**src/rtl/adc_scan_pkg.sv**
```systemverilog
package adc_scan_pkg;
  typedef enum logic [1:0] {
    ST_IDLE  = 2'd0,
    ST_ISSUE = 2'd1,
    ST_WAIT  = 2'd2
  } scan_state_e;
endpackage

```
**src/rtl/scan_cfg_latch.sv**
```systemverilog
module scan_cfg_latch #(
  parameter int NUM_SLOTS = 8,
  parameter int SEL_W     = 3
) (
  input  logic                              clk_i,
  input  logic                              rst_ni,
  input  logic                              cap_i,
  input  logic                              busy_i,
  input  logic [NUM_SLOTS*SEL_W-1:0]        slots_i,
  input  logic [NUM_SLOTS-1:0]              dis_i,
  input  logic                              par_i,
  input  logic [1:0]                        diff_i,
  output logic [NUM_SLOTS-1:0][SEL_W-1:0]   slots_o,
  output logic [NUM_SLOTS-1:0]              dis_o,
  output logic                              par_o,
  output logic [1:0]                        diff_o
);
  always_ff @(posedge clk_i or negedge rst_ni) begin
    if (!rst_ni) begin
      slots_o <= '0;
      dis_o   <= '0;
      par_o   <= 1'b0;
      diff_o  <= '0;
    end else if (cap_i) begin
      slots_o <= slots_i;
      dis_o   <= dis_i;
      par_o   <= par_i;
      diff_o  <= diff_i;
    end
  end

  // configuration frozen while a scan runs
  a_r9_cfg_frozen: assert property (@(posedge clk_i) disable iff (!rst_ni)
    (busy_i && !cap_i) |=> ($stable(slots_o) && $stable(dis_o) && $stable(par_o) && $stable(diff_o)));
endmodule

```
**src/rtl/scan_step_ctrl.sv**
```systemverilog
module scan_step_ctrl
  import adc_scan_pkg::*;
#(
  parameter int NUM_SLOTS = 8,
  localparam int HALF     = NUM_SLOTS / 2,
  localparam int IDX_W    = $clog2(NUM_SLOTS),
  localparam int STEP_W   = $clog2(NUM_SLOTS + 1)
) (
  input  logic                 clk_i,
  input  logic                 rst_ni,
  input  logic                 trig_i,
  input  logic                 par_i,
  input  logic [NUM_SLOTS-1:0] dis_i,
  input  logic                 done_a_i,
  input  logic                 done_b_i,
  output logic                 cap_o,
  output logic                 busy_o,
  output logic [IDX_W-1:0]     step_o,
  output logic                 start_a_o,
  output logic                 start_b_o,
  output logic                 scan_done_o
);
  scan_state_e      state_q, state_d;
  logic [STEP_W-1:0] step_q, step_d;
  logic              got_a_q, got_a_d, got_b_q, got_b_d;
  logic [STEP_W-1:0] lim_seq, lim_par, lim;
  logic              a_ok, b_ok;

  // first disabled slot bounds the scan
  always_comb begin
    lim_seq = STEP_W'(NUM_SLOTS);
    for (int i = NUM_SLOTS - 1; i >= 0; i--)
      if (dis_i[i]) lim_seq = STEP_W'(i);
  end

  always_comb begin
    lim_par = STEP_W'(HALF);
    for (int i = HALF - 1; i >= 0; i--)
      if (dis_i[i] || dis_i[i+HALF]) lim_par = STEP_W'(i);
  end

  assign lim  = par_i ? lim_par : lim_seq;
  assign a_ok = got_a_q || done_a_i;
  assign b_ok = !par_i || got_b_q || done_b_i;

  always_comb begin
    state_d     = state_q;
    step_d      = step_q;
    got_a_d     = got_a_q;
    got_b_d     = got_b_q;
    cap_o       = 1'b0;
    start_a_o   = 1'b0;
    start_b_o   = 1'b0;
    scan_done_o = 1'b0;
    unique case (state_q)
      ST_IDLE: begin
        if (trig_i) begin
          cap_o   = 1'b1;
          step_d  = '0;
          state_d = ST_ISSUE;
        end
      end
      ST_ISSUE: begin
        if (step_q >= lim) begin
          scan_done_o = 1'b1;
          step_d      = '0;
          state_d     = ST_IDLE;
        end else begin
          start_a_o = 1'b1;
          start_b_o = par_i;
          got_a_d   = 1'b0;
          got_b_d   = 1'b0;
          state_d   = ST_WAIT;
        end
      end
      ST_WAIT: begin
        if (a_ok && b_ok) begin
          step_d  = step_q + 1'b1;
          got_a_d = 1'b0;
          got_b_d = 1'b0;
          state_d = ST_ISSUE;
        end else begin
          got_a_d = a_ok;
          got_b_d = got_b_q || done_b_i;
        end
      end
      default: state_d = ST_IDLE;
    endcase
  end

  always_ff @(posedge clk_i or negedge rst_ni) begin
    if (!rst_ni) begin
      state_q <= ST_IDLE;
      step_q  <= '0;
      got_a_q <= 1'b0;
      got_b_q <= 1'b0;
    end else begin
      state_q <= state_d;
      step_q  <= step_d;
      got_a_q <= got_a_d;
      got_b_q <= got_b_d;
    end
  end

  assign busy_o = (state_q != ST_IDLE);
  assign step_o = step_q[IDX_W-1:0];

  logic [IDX_W-1:0] idx_lo, idx_hi;
  assign idx_lo = step_q[IDX_W-1:0];
  assign idx_hi = step_q[IDX_W-1:0] + IDX_W'(HALF);

  a_r11_start_single: assert property (@(posedge clk_i) disable iff (!rst_ni)
    start_a_o |=> !start_a_o);
  a_r4_b_with_a: assert property (@(posedge clk_i) disable iff (!rst_ni)
    start_b_o |-> (start_a_o && par_i));
  a_r3_seq_enabled: assert property (@(posedge clk_i) disable iff (!rst_ni)
    (start_a_o && !par_i) |-> !dis_i[idx_lo]);
  a_r5_par_enabled: assert property (@(posedge clk_i) disable iff (!rst_ni)
    (start_a_o && par_i) |-> (!dis_i[idx_lo] && !dis_i[idx_hi] && step_q < STEP_W'(HALF)));
  a_r10_done_pulse: assert property (@(posedge clk_i) disable iff (!rst_ni)
    scan_done_o |=> (!scan_done_o && !busy_o && step_q == '0));
  a_r8_no_recapture: assert property (@(posedge clk_i) disable iff (!rst_ni)
    busy_o |-> !cap_o);
endmodule

```
**src/rtl/scan_chan_map.sv**
```systemverilog
module scan_chan_map #(
  parameter int SEL_W = 3
) (
  input  logic [SEL_W-1:0] sel_i,
  input  logic             diff_i,
  output logic [SEL_W-1:0] chan_o,
  output logic             diff_o
);
  // differential: positive leg is the even input of the pair
  assign chan_o = diff_i ? {sel_i[SEL_W-1:1], 1'b0} : sel_i;
  assign diff_o = diff_i;
endmodule

```
**src/rtl/adc_scan_seq.sv**
```systemverilog
module adc_scan_seq #(
  parameter int NUM_SLOTS = 8,
  parameter int SEL_W     = 3,
  localparam int IDX_W    = $clog2(NUM_SLOTS),
  localparam int HALF     = NUM_SLOTS / 2
) (
  input  logic                       clk_i,
  input  logic                       rst_ni,
  input  logic                       trig_i,
  input  logic                       par_mode_i,
  input  logic [1:0]                 diff_i,
  input  logic [NUM_SLOTS*SEL_W-1:0] slots_i,
  input  logic [NUM_SLOTS-1:0]       dis_i,
  input  logic                       done_a_i,
  input  logic                       done_b_i,
  output logic                       start_a_o,
  output logic [SEL_W-1:0]           chan_a_o,
  output logic                       diff_a_o,
  output logic [IDX_W-1:0]           slot_a_o,
  output logic                       start_b_o,
  output logic [SEL_W-1:0]           chan_b_o,
  output logic                       diff_b_o,
  output logic [IDX_W-1:0]           slot_b_o,
  output logic                       scan_done_o
);
  logic                            cap, busy;
  logic [IDX_W-1:0]                step;
  logic [NUM_SLOTS-1:0][SEL_W-1:0] slots_q;
  logic [NUM_SLOTS-1:0]            dis_q;
  logic                            par_q;
  logic [1:0]                      diff_q;

  scan_cfg_latch #(.NUM_SLOTS(NUM_SLOTS), .SEL_W(SEL_W)) u_cfg (
    .clk_i   (clk_i),
    .rst_ni  (rst_ni),
    .cap_i   (cap),
    .busy_i  (busy),
    .slots_i (slots_i),
    .dis_i   (dis_i),
    .par_i   (par_mode_i),
    .diff_i  (diff_i),
    .slots_o (slots_q),
    .dis_o   (dis_q),
    .par_o   (par_q),
    .diff_o  (diff_q)
  );

  scan_step_ctrl #(.NUM_SLOTS(NUM_SLOTS)) u_ctrl (
    .clk_i       (clk_i),
    .rst_ni      (rst_ni),
    .trig_i      (trig_i),
    .par_i       (par_q),
    .dis_i       (dis_q),
    .done_a_i    (done_a_i),
    .done_b_i    (done_b_i),
    .cap_o       (cap),
    .busy_o      (busy),
    .step_o      (step),
    .start_a_o   (start_a_o),
    .start_b_o   (start_b_o),
    .scan_done_o (scan_done_o)
  );

  logic [1:0][IDX_W-1:0] slot_idx;
  logic [1:0][SEL_W-1:0] chan;
  logic [1:0]            dflag;

  assign slot_idx[0] = step;
  assign slot_idx[1] = step + IDX_W'(HALF);

  for (genvar g = 0; g < 2; g++) begin : g_conv
    scan_chan_map #(.SEL_W(SEL_W)) u_map (
      .sel_i  (slots_q[slot_idx[g]]),
      .diff_i (diff_q[g]),
      .chan_o (chan[g]),
      .diff_o (dflag[g])
    );
  end

  assign slot_a_o = slot_idx[0];
  assign slot_b_o = slot_idx[1];
  assign chan_a_o = chan[0];
  assign chan_b_o = chan[1];
  assign diff_a_o = dflag[0];
  assign diff_b_o = dflag[1];

  // no activity without a scan in progress
  a_r1_quiet_idle: assert property (@(posedge clk_i) disable iff (!rst_ni)
    !busy |-> (!start_a_o && !start_b_o && !scan_done_o));
  // differential channel is always the even leg
  a_r6_even_leg: assert property (@(posedge clk_i) disable iff (!rst_ni)
    (start_a_o && diff_a_o) |-> !chan_a_o[0]);
endmodule

```
**config.mk**
```make
export PLATFORM = sky130hd
export DESIGN_NAME = adc_scan_seq
export DESIGN_NICKNAME = d
export VERILOG_FILES = /design/src/rtl/adc_scan_pkg.sv /design/src/rtl/scan_cfg_latch.sv /design/src/rtl/scan_step_ctrl.sv /design/src/rtl/scan_chan_map.sv /design/src/rtl/adc_scan_seq.sv
export SDC_FILE = /design/constraint.sdc
export NUM_CORES = 1
export LEC_CHECK = 0
export BUFFER_PORTS_ARGS = -buffer_cell sky130_fd_sc_hd__buf_2
export CORE_MARGIN = 2
export CORE_UTILIZATION = 50
export DETAILED_ROUTE_END_ITERATION = 6
export GPL_ROUTABILITY_DRIVEN = 0
export HOLD_SLACK_MARGIN = 0.03
export PLACE_DENSITY = 0.87
export RECOVER_POWER = 25
export SKIP_LAST_GASP = 1
export SYNTH_ARGS = -nofsm -noshare
export SYNTH_HDL_FRONTEND = slang
export SYNTH_SLANG_ARGS = --single-unit
```
**constraint.sdc**
```tcl
create_clock -name clk_i -period 3 [get_ports clk_i]
set_input_delay 0 -clock clk_i [delete_from_list [all_inputs] [get_ports clk_i]]
set_output_delay 0 -clock clk_i [all_outputs]
set_load 0.03 [all_outputs]
```
==> reports/metrics.yaml <==
yosys:
  synthMuxAreaShare_pct: 24.3
  synth_xor_area_share_pct: 0.401
  synth-seq-area-share_pct: 49.3
  synth_nets: 225
  ys_types: 37
  synthSimpleGateAreaFrac_pct: 11.7
  synth_top_family_by_area: "multiplexers"
  synth_area_sq_mm: 0.00218
  synth_warnings: 0
  syn_area_per_cell_sq_um: 12.1
  yosys.area_share.adder_pct: 2.87
  synth_seq_cells: 43
  synthCells: 180
  synth_compound_area_share_pct: 7.22
power_and_ir_drop:
  comb_power_share_pct: 45.9
  vdd_drop_max_mv: 0.694
  seqPwrFrac_pct: 39.7
  p_int_mw: 1.63
  leakagePower_nw: 1.32
  power_density_mw_per_mm2: 910
  finalPower_mw: 2.68
  swShare_pct: 39.2
  switching_power_mw: 1.05
  pwr-share-clk_pct: 14.4
timing:
  fin_hold_ws_ns: 0.436
  tightest_slew_ns: 2.30
  setup_viol: 0
  slew_violations: 44
  setup_total_negative_slack_ns: 0
  max_freq_mhz: 380
  post-route-period-util_pct: 87.7
  rsz0062_at_grt: "false"
  hold_viol_final: 0
  finClkSkew_ns: 0.00816
  min_period_ns: 2.63
  max_slew_margin_pct: -53.1
worst_setup_path:
  critical_path_required_ns: 3.00
  crit_buf_inv: 1
  crit_type: "register to output port"
  cp-end-kind: "output port"
  crit_family: "simple AND/OR/NAND/NOR gates"
  max_stage_delay_ns: 0.44
  path_cells: "nor4_1 > xnor2_1 > nand2_1 > ha_1 > a2111o_1 > a21oi_1 > and2_1 > buf_2"
  start_kind: "register"
  cp_max_fo: 5
  slowest_stage: "nor4_1"
  cp_data_arrival_time_ns: 2.63
clocking:
  cts.repair.resized: 0
  clk_latency_ns: 0.30
  clock-sinks: 43
  htree_num_levels: 2
  postCtsSetupBuffers: 0
  tritoncts: "yes"
  cts_root_buf: "clkbuf_8"
  cts_made_buffers: 5
  clk_pin_slew_worst_paths_ns: 0.08
  clockBufferDepth: 2
placed_design:
  dp_hpwl_mm: 3.21
  port_buffers: 56
  place_area_sq_mm: 0.00247
floorplan:
  fp.dieW_um: 70.1
  fp.dieArea_sq_mm: 0.00491
  core_sq_mm: 0.00426
  num_rows: 24
  initial_core_util_pct: 51.2
  die_h_um: 70.1
  ioPinCount: 57
detailed_routing:
  wl_per_cell_um: 16.2
  vias: 1749
  final_antenna_net_count: 0
  vias_per_cell: 5.40
  drt_iter0_markers: 83
  wl_mm: 5.23
  drc: 0
  dr.pass1.iters: 4
global_routing:
  grt_max_degree: 44
  grt_use_total_pct: 23.1
  grt_pass1_vias: 1787
  antenna_found_initial: 0
  grt_pass1_wl_mm: 8.67
  globalRouteOverflowTotal: 0
status:
  violations: "capacitance limit, slew limit"
  status: "finished with violations"
hold_path:
  min_path_type: "input port to register"
cells_and_area:
  layout.nets: 316
  final_cell_area_sq_mm: 0.00294
  final_common_cell: "buf_2"
  drive_gt1_share_pct: 40.8
  layout_common_cells: "buf_2, dfrtp_1, dlygate4sd3_1"
  area_growth_pct: 34.9
  antenna_cells: 0
  final_util_pct: 69.0
run:
  cap_viol_max_count: 1
[cell families (layout without fill, tap and decap cells)]
| logic type | count (synthesis) | count (layout) |
|---|---|---|
| AND/OR/NAND/NOR | 51 | 51 |
| AO/OA/AOI/OAI | 23 | 23 |
| XOR/XNOR | 1 | 1 |
| adder cells (fa/ha/maj) | 5 | 5 |
| flip-flops | 43 | 43 |
| buffers and inverters | 16 | 108 |
| multiplexers | 41 | 41 |
[cell usage after synthesis]
library cell,n,area (sq um)
a2111o_1,1,11.3
a21oi_1,5,25.0
a31oi_1,1,6.26
a31oi_4,1,21.3
and2_1,1,6.26
and3_1,1,6.26
and3b_1,1,8.76
buf_2,5,25.0
buf_4,5,37.5
buf_6,1,11.3
clkbuf_1,2,7.51
clkinv_1,1,3.75
dfrtp_1,43,1080
ha_1,5,62.6
inv_1,1,3.75
inv_2,1,3.75
mux2_2,35,394
mux4_2,6,135
nand2_1,23,86.3
nand2b_1,3,18.8
nand2b_4,1,13.8
nand3_1,3,15.0
nand3b_1,1,7.51
nor2_1,7,26.3
nor2b_1,2,12.5
nor3_1,2,10.0
nor3b_1,1,7.51
nor4_1,2,12.5
o21ai_0,10,50.1
o22ai_1,1,6.26
o311ai_0,1,8.76
o31a_1,1,8.76
o31ai_1,1,7.51
o31ai_2,1,12.5
or2_2,2,12.5
or3b_4,1,11.3
xnor2_1,1,8.76
[path summary, 6_finish.rpt]
kind	from	endpoint	slack, ns	cells after the start
worst max register to register	u_cfg.dis_o[6]	u_ctrl.step_q[2]	0.73	7
min in group asynchronous	rst_ni	u_cfg.slots_o[20]	0.93	2
worst min-delay path	trig_i	u_cfg.slots_o[13]	0.44	4
worst min register to register	u_cfg.slots_o[21]	u_cfg.slots_o[21]	0.51	1
max in group asynchronous	rst_ni	u_ctrl.state_q[1]	0.75	2
worst max-delay path	u_cfg.dis_o[6]	start_b_o	0.37	8
[layout make-up]
type                            instances  area (sq um)
Fill cell                             313          1320
Sequential cell                        43          1080
Multi-Input combinational cell        121          1020
Timing Repair Buffer                   97           678
Clock buffer                            7          86.3
Tap cell                               52          65.1
Inverter                                3          11.3
Clock inverter                          1          8.76
[stage by stage]
stage | setup slack (ns) | std cells
3_3_place_gp | 0.753 | 278
3_5_place_dp | 0.688 | 278
4_1_cts | 0.358 | 324
6_report | 0.369 | 324
5_1_grt | 0.114 | 324
2_1_floorplan | 0.428 | 180
[worst reg2reg max path: stages, from the launching register on]
cell and delay, ns:
dfrtp_1 0.41, nor4_1 0.44, xnor2_1 0.19, nand2_1 0.08
ha_1 0.21, a2111o_1 0.39, and3b_1 0.25, o31ai_2 0.22
[routing by layer]
layer	part of all wire (%)	GRT usage (%)
met5	0	0
met2	54	40.8
met3	5.3	5.77
met4	2.0	7.26
met1	39	27.6
[power by group through the flow]
stage | clock network, mW | logic (mW) | registers (mW)
2_1_floorplan | 0 | 0.933 | 1.01
3_3_place_gp | 0 | 1.14 | 1.03
3_5_place_dp | 0 | 1.18 | 1.05
4_1_cts | 0.391 | 1.22 | 1.04
5_1_grt | 0.415 | 1.34 | 1.10
6_report | 0.386 | 1.23 | 1.06
[sequential cells by signal, summed over array words and instances, names as in the netlist]
signal	flops
u_cfg.par_o	1
u_ctrl.state_q	2
u_ctrl.got_a_q	1
u_ctrl.step_q	4
u_cfg.diff_o	2
u_cfg.slots_o	24
u_ctrl.got_b_q	1
u_cfg.dis_o	8
[repair_timing]
action	CTS	global route
endpoints found under the setup margin	0	0
endpoints found under the hold margin	80	0
hold buffers	38	0
No activity file was read; power rests on OpenSTA's default activity.
